[src/rtl/bus_attr_pkg.sv]
package bus_attr_pkg;

    // Transaction kind codes presented by the cache controller.
    typedef enum logic [2:0] {
        TK_IFETCH  = 3'd0,
        TK_READ    = 3'd1,
        TK_RWITM   = 3'd2,
        TK_WRITE   = 3'd3,
        TK_CASTOUT = 3'd4,
        TK_PUSH    = 3'd5,
        TK_TOUCH   = 3'd6,
        TK_RSVD    = 3'd7
    } txn_kind_e;

    // Output-stage sequencing.
    typedef enum logic {
        ST_IDLE  = 1'b0,
        ST_ISSUE = 1'b1
    } out_state_e;

    // Classification of a transaction kind.
    typedef struct packed {
        logic is_fetch;    // instruction fetch
        logic is_data;     // data read/write/touch
        logic is_fill;     // read that allocates a line
        logic no_snoop;    // cast-out, push or unused
    } kind_class_t;

endpackage

[src/rtl/bus_attr_kind_decode.sv]
module bus_attr_kind_decode
    import bus_attr_pkg::*;
(
    input  logic [2:0]  kind_i,
    output kind_class_t cls_o
);
    txn_kind_e kind;
    assign kind = txn_kind_e'(kind_i);

    always_comb begin
        cls_o = '0;
        unique case (kind)
            TK_IFETCH:  cls_o.is_fetch = 1'b1;
            TK_READ: begin
                cls_o.is_data = 1'b1;
                cls_o.is_fill = 1'b1;
            end
            TK_RWITM: begin
                cls_o.is_data = 1'b1;
                cls_o.is_fill = 1'b1;
            end
            TK_WRITE:   cls_o.is_data  = 1'b1;
            TK_TOUCH:   cls_o.is_data  = 1'b1;
            TK_CASTOUT: cls_o.no_snoop = 1'b1;
            TK_PUSH:    cls_o.no_snoop = 1'b1;
            TK_RSVD:    cls_o.no_snoop = 1'b1;
        endcase
    end

    // The classes partition the kind space.
    always_comb begin
        assert ($countones({cls_o.is_fetch, cls_o.is_data, cls_o.no_snoop}) == 1)
            else $error("kind class not exclusive");
    end
endmodule

[src/rtl/bus_attr_global_rule.sv]
module bus_attr_global_rule
    import bus_attr_pkg::*;
(
    input  kind_class_t cls_i,
    input  logic        real_mode_i,
    input  logic        coherent_i,
    output logic        global_o
);
    // Rules are applied in priority order. Fetches and non-snooped
    // traffic are always local; real mode forces data accesses global;
    // otherwise the translation coherence bit decides.
    always_comb begin
        if (cls_i.is_fetch) begin
            global_o = 1'b0;
        end else if (cls_i.no_snoop) begin
            global_o = 1'b0;
        end else if (real_mode_i) begin
            global_o = cls_i.is_data;
        end else begin
            global_o = cls_i.is_data & coherent_i;
        end
    end
endmodule

[src/rtl/bus_attr_set_rule.sv]
module bus_attr_set_rule
    import bus_attr_pkg::*;
#(
    parameter int NUM_WAYS = 4,
    parameter int WAY_W    = $clog2(NUM_WAYS)
) (
    input  kind_class_t      cls_i,
    input  logic             burst_i,
    input  logic             cacheable_i,
    input  logic [WAY_W-1:0] way_i,
    output logic             valid_o,
    output logic [WAY_W-1:0] code_o
);
    assign valid_o = cls_i.is_fill & burst_i & cacheable_i;

    // Gate each bit of the code with the valid term so an invalid
    // code is always zero.
    for (genvar b = 0; b < WAY_W; b++) begin : g_code
        assign code_o[b] = valid_o & way_i[b];
    end
endmodule

[src/rtl/bus_attr_gen.sv]
module bus_attr_gen
    import bus_attr_pkg::*;
#(
    parameter int NUM_WAYS = 4,
    parameter int WAY_W    = $clog2(NUM_WAYS)
) (
    input  logic             clk,
    input  logic             rst_n,
    input  logic             req_i,
    input  logic [2:0]       kind_i,
    input  logic             burst_i,
    input  logic             cacheable_i,
    input  logic             real_mode_i,
    input  logic             coherent_i,
    input  logic [WAY_W-1:0] way_i,
    output logic             ts_o,
    output logic             global_o,
    output logic [WAY_W-1:0] set_code_o,
    output logic             set_valid_o
);
    localparam logic [WAY_W-1:0] CODE_NONE = '0;

    kind_class_t      cls;
    logic             glob_d;
    logic             setv_d;
    logic [WAY_W-1:0] code_d;

    out_state_e state_q, state_d;

    bus_attr_kind_decode u_decode (
        .kind_i (kind_i),
        .cls_o  (cls)
    );

    bus_attr_global_rule u_global (
        .cls_i       (cls),
        .real_mode_i (real_mode_i),
        .coherent_i  (coherent_i),
        .global_o    (glob_d)
    );

    bus_attr_set_rule #(
        .NUM_WAYS (NUM_WAYS),
        .WAY_W    (WAY_W)
    ) u_set (
        .cls_i       (cls),
        .burst_i     (burst_i),
        .cacheable_i (cacheable_i),
        .way_i       (way_i),
        .valid_o     (setv_d),
        .code_o      (code_d)
    );

    // Next-state logic.
    always_comb begin
        state_d = state_q;
        unique case (state_q)
            ST_IDLE:  if (req_i)  state_d = ST_ISSUE;
            ST_ISSUE: if (!req_i) state_d = ST_IDLE;
        endcase
    end

    // State register.
    always_ff @(posedge clk or negedge rst_n) begin
        if (!rst_n) state_q <= ST_IDLE;
        else        state_q <= state_d;
    end

    // Output register: load the attributes when the next state issues,
    // clear them otherwise.
    always_ff @(posedge clk or negedge rst_n) begin
        if (!rst_n) begin
            global_o    <= 1'b0;
            set_valid_o <= 1'b0;
            set_code_o  <= CODE_NONE;
        end else begin
            unique case (state_d)
                ST_ISSUE: begin
                    global_o    <= glob_d;
                    set_valid_o <= setv_d;
                    set_code_o  <= code_d;
                end
                ST_IDLE: begin
                    global_o    <= 1'b0;
                    set_valid_o <= 1'b0;
                    set_code_o  <= CODE_NONE;
                end
            endcase
        end
    end

    assign ts_o = (state_q == ST_ISSUE);

    // Instruction fetches stay local.
    p_fetch_local_r1: assert property (@(posedge clk) disable iff (!rst_n)
        (req_i && kind_i == 3'd0) |=> !global_o);

    // Real mode forces data accesses global.
    p_real_global_r2: assert property (@(posedge clk) disable iff (!rst_n)
        (req_i && real_mode_i && (kind_i inside {3'd1, 3'd2, 3'd3, 3'd6})) |=> global_o);

    // Translated data accesses follow the coherence bit.
    p_coh_follow_r3: assert property (@(posedge clk) disable iff (!rst_n)
        (req_i && !real_mode_i && (kind_i inside {3'd1, 3'd2, 3'd3, 3'd6}))
        |=> (global_o == $past(coherent_i)));

    // Non-snooped kinds stay local.
    p_nosnoop_local_r4: assert property (@(posedge clk) disable iff (!rst_n)
        (req_i && kind_i >= 3'd4 && kind_i != 3'd6) |=> !global_o);

    // The code carries the chosen way.
    p_code_way_r5: assert property (@(posedge clk) disable iff (!rst_n)
        (req_i && burst_i && cacheable_i && (kind_i inside {3'd1, 3'd2}))
        |=> (set_valid_o && set_code_o == $past(way_i)));

    // Valid only for cacheable burst fills.
    p_valid_fill_r6: assert property (@(posedge clk) disable iff (!rst_n)
        (req_i && !(burst_i && cacheable_i && (kind_i inside {3'd1, 3'd2}))) |=> !set_valid_o);

    // An invalid code reads zero.
    p_code_zero_r7: assert property (@(posedge clk) disable iff (!rst_n)
        !set_valid_o |-> (set_code_o == CODE_NONE));

    // Strobe follows the request by one cycle.
    p_ts_follow_r8: assert property (@(posedge clk) disable iff (!rst_n)
        req_i |=> ts_o);

    // No request means no strobe and no attributes.
    p_idle_quiet_r8: assert property (@(posedge clk) disable iff (!rst_n)
        !req_i |=> (!ts_o && !global_o && !set_valid_o));
endmodule

[config.mk]
export PLATFORM = sky130hd
export DESIGN_NAME = bus_attr_gen
export DESIGN_NICKNAME = d
export VERILOG_FILES = /design/src/rtl/bus_attr_pkg.sv /design/src/rtl/bus_attr_kind_decode.sv /design/src/rtl/bus_attr_global_rule.sv /design/src/rtl/bus_attr_set_rule.sv /design/src/rtl/bus_attr_gen.sv
export SDC_FILE = /design/constraint.sdc
export NUM_CORES = 1
export LEC_CHECK = 0
export ABC_CLOCK_PERIOD_IN_PS = 800
export BUFFER_PORTS_ARGS = -buffer_cell sky130_fd_sc_hd__buf_2
export CAP_MARGIN = 5
export CELL_PAD_IN_SITES_DETAIL_PLACEMENT = 2
export CELL_PAD_IN_SITES_GLOBAL_PLACEMENT = 2
export CORE_AREA = 2 2 39 41
export CTS_CLUSTER_SIZE = 30
export DETAILED_ROUTE_END_ITERATION = 10
export DIE_AREA = 0 0 41 43
export HOLD_SLACK_MARGIN = 0.15
export PLACE_DENSITY_LB_ADDON = 0.1
export SYNTH_ARGS = -nofsm -noshare
export SYNTH_HDL_FRONTEND = slang
export SYNTH_SLANG_ARGS = --single-unit
[constraint.sdc]
create_clock -name clk -period 0.8 [get_ports clk]
set_input_delay 0.24 -clock clk [delete_from_list [all_inputs] [get_ports clk]]
set_output_delay 0.24 -clock clk [all_outputs]
set_load 0.005 [all_outputs]
== After elaboration in Yosys (flattened, before gate mapping) ==
Cells that the tools add are included.

* Flip-flop bits (word level): 5
* Latch bits: 0
* Bits in writable memories: 0
* Bits in read-only memories: 0
* Input bits: 12
* Output and inout port bits: 5
* Memories: 0

* $add $sub $neg: 0
* Multipliers: 0
* Divide/modulo/power cells: 0
* Order comparisons: 0
* Equal/unequal tests: 7
* Shift operators: 0
* Muxes and demuxes: 11
* Bitwise logic cells: 6
* Reduce and logical (&&, ||, !) cells: 4

{| class="wikitable"
|+ Operator list
! cell !! count
|-
| 3-bit equality test, second input constant || 4
|-
| 1-bit 2-to-1 mux || 8
|-
| 3-bit by 2-bit equality test with 1-bit output, second input constant || 2
|-
| 1-bit AND || 5
|-
| 1-bit one-hot mux with 2 select lines || 2
|-
| 2-bit one-hot mux with 2 select lines || 1
|-
| 4-bit OR reduction || 1
|-
| 3-bit by 1-bit equality test with 1-bit output, second input constant || 1
|-
| 3-bit logical NOT || 1
|-
| 3-bit OR reduction || 1
|-
| 2-bit OR reduction || 1
|-
| 1-bit inverter || 1
|}

== Logic depth before layout (Yosys ltp) ==
Gate-level depths: netlist (run 1).

* Depth after elaboration: 8
* Gate-level depth with buffers: 2
* Gate-level depth less buffers: 2

== Modules after synthesis ==
A second synthesis (run 1) with hierarchy kept.

* Cells, all modules: 21
* Area total of the unflattened synthesis: 242.7 um2

{| class="wikitable"
|+ By module, submodules not included
! module !! instances !! cells each !! area an instance (um2)
|-
| bus_attr_gen || 1 || 9 || 150.1
|-
| bus_attr_kind_decode || 1 || 7 || 48.8
|-
| bus_attr_set_rule || 1 || 3 || 25.0
|-
| bus_attr_global_rule || 1 || 2 || 18.8
|}

== Worst setup path before layout (run 1) ==
No wires, ideal clock.

* Kind: input-to-reg
* Start: in kind_i[2]
* End: reg set_code_o[0]
* Setup time: 0.088 ns
* Arrival: 0.598 ns
* Slack: 0.114 ns
* Stages: 2
* Path through: nand4b_1 > nor3b_1

* Longest elaborated chain between the ends: 7

{| class="wikitable"
|+ Ends and longest elaborated chain
! item !! RTL line !! RTL
|-
| start, declared || bus_attr_gen.sv:10 || <nowiki>input logic [2:0] kind_i,</nowiki>
|-
| 3-bit by 1-bit equality test with 1-bit output or 3-bit by 2-bit equality test with 1-bit output (tied branches) || bus_attr_kind_decode.sv:12 || <nowiki>unique case (kind)</nowiki>
|-
| 2-bit OR reduction (no line) * || n/a ||
|-
| 1-bit 2-to-1 mux * || bus_attr_kind_decode.sv:12 ||
|-
| 1-bit AND * (2 in a row) || bus_attr_set_rule.sv:14 || <nowiki>assign valid_o = cls_i.is_fill & burst_i & cacheable_i;</nowiki>
|-
| 1-bit AND * || bus_attr_set_rule.sv:19 || <nowiki>assign code_o[b] = valid_o & way_i[b];</nowiki>
|-
| 2-bit one-hot mux with 2 select lines * || bus_attr_gen.sv:77 || <nowiki>unique case (state_d)</nowiki>
|-
| end signal, assigned || bus_attr_gen.sv:81 || <nowiki>set_code_o <= code_d;</nowiki>
|-
| end, declared || bus_attr_gen.sv:18 || <nowiki>output logic [WAY_W-1:0] set_code_o,</nowiki>
|}

Every way passes the cells marked *; elsewhere a longest branch is shown, timed or not.

== Worst setup path after layout (run 1) ==
* Start: reg set_code_o[0]
* End: out set_code_o[0]

No word-level cell between the ends.

==> results.json, run 1 <==
{
  "ys_seq_elements": 5,
  "worst_ep_required_time_ns": 0.56,
  "slowest_stage": "dfrtp_1",
  "nFillCells": 164,
  "rsz0062_at_grt": "true",
  "period_minus_slack_ns": 0.955,
  "crit_fanout": 1,
  "violations": "setup timing",
  "antenna_found_initial": 0,
  "avgSynthCellArea_um2": 13.7,
  "antenna_cells": 0,
  "start_util": 0.128,
  "hold_viol_final": 0,
  "numCtsBuffers": 3,
  "ios": 17,
  "grt_pass1_wl_um": 738,
  "port_buffers": 16,
  "fp.dieH_um": 43,
  "clkTransAtPathRegs_ns": 0.04,
  "dp_hpwl_um": 459,
  "initialDrtViolationCount": 0,
  "period_share": 1.19,
  "grt_use_met3": 0.0157,
  "ctsHtreeMaxLevel": 1,
  "fp.dieW_um": 41,
  "grt_pass1_vias": 197,
  "worstMarginPinSlew_ns": 0.233,
  "yosysTopAreaCell": "dfrtp_1",
  "drt_wl_total_um": 522,
  "vias": 186,
  "hp-class": "in -> reg",
  "core_region_area_um2": 1380,
  "grtUsageTotal": 0.0736,
  "dr.pass1.iters": 1,
  "synth_nets": 25,
  "cp_slowest_stage_delay_ns": 0.36,
  "critPathTopFamily": "flip-flops",
  "row_count": 14,
  "cts_tree": "yes",
  "worst_ir_drop_vdd_mv": 0.294,
  "synth_top_cell_area_share": 0.704,
  "route.detailed.drc": 0,
  "critical_path_buf_inv_count": 1,
  "synth_warnings": 0,
  "met2_usage": 0.100,
  "fmax_ghz": 1.05,
  "crit_arrival_ns": 0.71,
  "syn_area_um2": 178,
  "synth-seq-area-share": 0.704,
  "setup_ws_ns": -0.155,
  "grt_max_degree": 6,
  "worstSetupStartpointType": "register",
  "antenna_left": 0,
  "path_cells": "buf_2",
  "use_met1": 0.0651,
  "routed_via_density": 3.65,
  "clock-root-buffer": "clkbuf_4",
  "path_class": "reg -> out",
  "drt-wirelength-per-cell_um": 10.2,
  "cts_sinks": 5,
  "report.final.slew_viol_count": 0,
  "slew_headroom": 0.843,
  "area_delta_synth_final_pct": 82.4,
  "regArea_um2": 125,
  "p_leak_nw": 0.169,
  "crit_path_end_kind": "primary output",
  "synthTopCellsByArea": "dfrtp_1 70%, nor3b_1 8.5%, nand4b_1 4.9%",
  "clockBufferDepth": 2,
  "cts_resized": 0,
  "utilization": 0.234,
  "final_nets": 48,
  "drive_above_1_share": 0.543,
  "status": "finished with violations",
  "maxCapViolations": 0,
  "power.density_nw_per_um2": 1890,
  "setup_viol": 5,
  "most-common-layout-cells": "16 x buf_2, 5 x dfrtp_1, 3 x clkbuf_4",
  "die_area_um2": 1760,
  "multiInputGateArea_um2": 52.6,
  "gp_congestion": 0.614,
  "synth.distinct_cells": 7,
  "syn_inst": 13,
  "final_common_cell": "buf_2",
  "grt_overflow": 0,
  "finalPower_mw": 0.612,
  "grt_busiest_layer": "met4",
  "cts_setup_buffers": 0
}
-- power by group --
group          leakage, nW  internal (mW)  switching (mW)
clock network       0.0150          0.188          0.0931
registers           0.0664          0.262         0.00159
logic               0.0879         0.0394          0.0285
total                0.169          0.489           0.123
-- cell families after synthesis --
group / count (synthesis) / synth area share
compound gates: 2 / 0.0704
xor+xnor: 1 / 0.0493
simple gates: 5 / 0.176
flops: 5 / 0.704
-- layout make-up --
type,count,area share
flip-flops and latches,5,0.386
repair buffers,18,0.309
multi-input cells,8,0.162
clock buffers,4,0.0811
well taps,16,0.0618
-- synthesized netlist by cell type --
cell type / n
xnor2_1: 1
nor3b_1: 2
o21ai_0: 1
dfrtp_1: 5
a211oi_1: 1
nor2_1: 2
nand4b_1: 1
-- through the flow --
step	setup slack (ns)	TNS [ns]	std cells	hold slack [ns]	area, µm²
2_1_floorplan	0.114	0	13	-0.0556	178
3_3_place_gp	-0.0910	-0.180	45	0.0545	278
3_5_place_dp	-0.118	-0.233	45	0.0568	278
4_1_cts	-0.169	-0.797	51	0.191	324
5_1_grt	-0.200	-0.941	51	0.194	324
6_report	-0.155	-0.719	51	0.199	324
-- flip-flops by register name, summed over array words and instances (netlist names) --
| name | cells |
|---|---|
| set_valid_o | 1 |
| ts_o | 1 |
| set_code_o | 2 |
| global_o | 1 |
-- path summary, 6_finish.rpt --
path / depth (start not counted) / from / to / slack, ns
worst max-delay path: 1 / set_code_o[0] / set_code_o[0] / -0.15
worst min-delay path: 2 / kind_i[2] / global_o / 0.20
max in group asynchronous: 2 / rst_n / set_code_o[1] / 0.33
min in group asynchronous: 2 / rst_n / global_o / 0.35
-- routing by layer --
layer / vias up / wire length [µm]
met5: - / 0
met4: 0 / 0
met3: 0 / 57
met2: 13 / 294
met1: 83 / 170
li1: 90 / -
-- timing repair --
| action | in CTS | in global routing |
|---|---|---|
| hold buffers | 2 | 0 |
| pin swaps | 0 | 0 |
| endpoints found under the hold margin | 6 | 0 |
| endpoints found under the setup margin | 5 | 5 |
(Power assumes the default switching activity.)
==> run 2: changes to the inputs <==
ABC_CLOCK_PERIOD_IN_PS = 1050   (was 800)
GPL_TIMING_DRIVEN = 0   (was default)
SLEW_MARGIN = 20   (was default)
clock period = 1.05 ns   (was 0.8 ns; I/O delays follow)
==> run 2 against run 1 <==
Compared with the run above: the flow now finishes without violations; clock-buffer cell count unchanged; critical endpoint unchanged; die area unchanged; via count decreased by 2.2%; critical path depth unchanged; design area decreased by 3.1%; global-route usage increased by 0.51 points; clock power decreased by 23%; sequential power decreased by 24%; sequential share of layout area increased by 1.2 points; wire length decreased by 10%; sequential cell count unchanged; non-clock buffer count decreased by 1.
==> results.json, run 2 (same netlist as run 1, synthesis figures left out) <==
{
  "status": "completed",
  "top_register": "set_code_o",
  "rsz0062_at_grt": "true",
  "setup_tns_ns": 0,
  "swShare": 0.201,
  "fp.dieW_um": 41,
  "utilization": 0.227,
  "report.final.slew_viol_count": 0,
  "cts_sinks": 5,
  "cts_setup_buffers": 0,
  "slowest_stage": "dfrtp_1",
  "gp_congestion": 0.613,
  "fmax_ghz": 0.974,
  "slew_headroom": 0.824,
  "vias": 182,
  "multiInputGateArea_um2": 52.6,
  "hp-class": "in -> reg",
  "ctsHtreeMaxLevel": 1,
  "route.detailed.drc": 0,
  "most-common-layout-cells": "16 x buf_2, 5 x dfrtp_1, 3 x clkbuf_4, 2 x nor3b_1, 2 x nor2_1",
  "fp.dieH_um": 43,
  "final_cell_area_um2": 314,
  "worst_ir_drop_vdd_mv": 0.291,
  "numCtsBuffers": 3,
  "power.density_nw_per_um2": 1480,
  "p_clk_frac": 0.464,
  "start_util": 0.128,
  "period_share": 0.978,
  "path_cells": "buf_2",
  "drt-wirelength-per-cell_um": 9.38,
  "cp_slowest_stage_delay_ns": 0.36,
  "antenna_found_initial": 0,
  "die_area_um2": 1760,
  "crit_path_end_kind": "primary output",
  "grt_overflow": 0,
  "antenna_left": 0,
  "antenna_cells": 0,
  "grtUsageTotal": 0.0787,
  "largest_register_ffs": 2,
  "ios": 17,
  "critical_path_buf_inv_count": 1,
  "power_switching_mw": 0.0932,
  "grt_max_degree": 6,
  "drt_wl_total_um": 469,
  "port_buffers": 16,
  "area_delta_synth_final_pct": 76.8,
  "regArea_um2": 125,
  "worst_ep_required_time_ns": 0.73,
  "core_region_area_um2": 1380,
  "cts_resized": 0,
  "routed_via_density": 3.64,
  "clockBufferDepth": 2,
  "final_nets": 47,
  "worstMarginPinSlew_ns": 0.261,
  "final_common_cell": "buf_2",
  "drive_above_1_share": 0.559,
  "crit_fanout": 1,
  "cts_tree": "yes",
  "grt_pass1_vias": 214,
  "p_leak_nw": 0.165,
  "period_minus_slack_ns": 1.03,
  "initialDrtViolationCount": 0,
  "nFillCells": 167,
  "seqPwrFrac": 0.433,
  "comb_power_share": 0.103,
  "dr.pass1.iters": 1,
  "clock-root-buffer": "clkbuf_4",
  "internal_power_mw": 0.370,
  "critPathTopFamily": "flip-flops",
  "row_count": 14,
  "grt_pass1_wl_um": 765,
  "clkTransAtPathRegs_ns": 0.04,
  "maxCapViolations": 0,
  "place_area_um2": 278,
  "setup_viol": 0,
  "path_class": "reg -> out",
  "hold_viol_final": 0,
  "crit_arrival_ns": 0.71,
  "worstSetupStartpointType": "register"
}
==> run 2: cell types whose count changed in the layout (fill, tap and decap cells not counted) <==
cell and change:
dlygate4sd3_1 -1
==> run 2: repair_timing <==
item | CTS | global route
hold endpoints to repair | 5 | 0
endpoints found under the setup margin | 0 | 4
hold buffers | 1 | 0
==> run 2: layout make-up <==
class,count,area share
Sequential cell,5,0.398
Tap cell,16,0.0637
Multi-Input combinational cell,8,0.167
Clock buffer,4,0.0837
Timing Repair Buffer,17,0.287
==> run 2: path summary, 6_finish.rpt <==
path / startpoint / end / slack [ns] / cells after the start
worst max-delay path: set_code_o[0] / set_code_o[0] / 0.02 / 1
worst min-delay path: req_i / ts_o / 0.22 / 1
max in group asynchronous: rst_n / set_code_o[0] / 0.51 / 2
min in group asynchronous: rst_n / ts_o / 0.42 / 2
==> run 2: power by group through the flow <==
stage	clock [mW]	sequential (mW)	combinational (mW)
floorplan	0	0.205	0.0116
global placement	0	0.203	0.0452
detailed placement	0	0.204	0.0464
CTS	0.227	0.201	0.0493
global route	0.248	0.201	0.0551
finish	0.215	0.201	0.0478
==> run 2: metal layers <==
metal / vias to the layer above / GRT usage / wire length (µm)
li1: 88 / - / -
met1: 77 / 0.0556 / 169
met2: 15 / 0.103 / 222
met3: 2 / 0.0366 / 57
met4: 0 / 0.140 / 19
met5: - / 0 / 0
==> run 2: through the flow <==
| stage | std cells | hold slack, ns | power, mW | setup WS [ns] |
|---|---|---|---|---|
| 3_5_place_dp | 45 | 0.131 | 0.250 | 0.0732 |
| 2_1_floorplan | 13 | 0.0194 | 0.216 | 0.289 |
| 3_3_place_gp | 45 | 0.129 | 0.248 | 0.0850 |
| 6_report | 50 | 0.216 | 0.463 | 0.0230 |
| 5_1_grt | 50 | 0.204 | 0.504 | -0.0174 |
| 4_1_cts | 50 | 0.205 | 0.477 | 0.00863 |
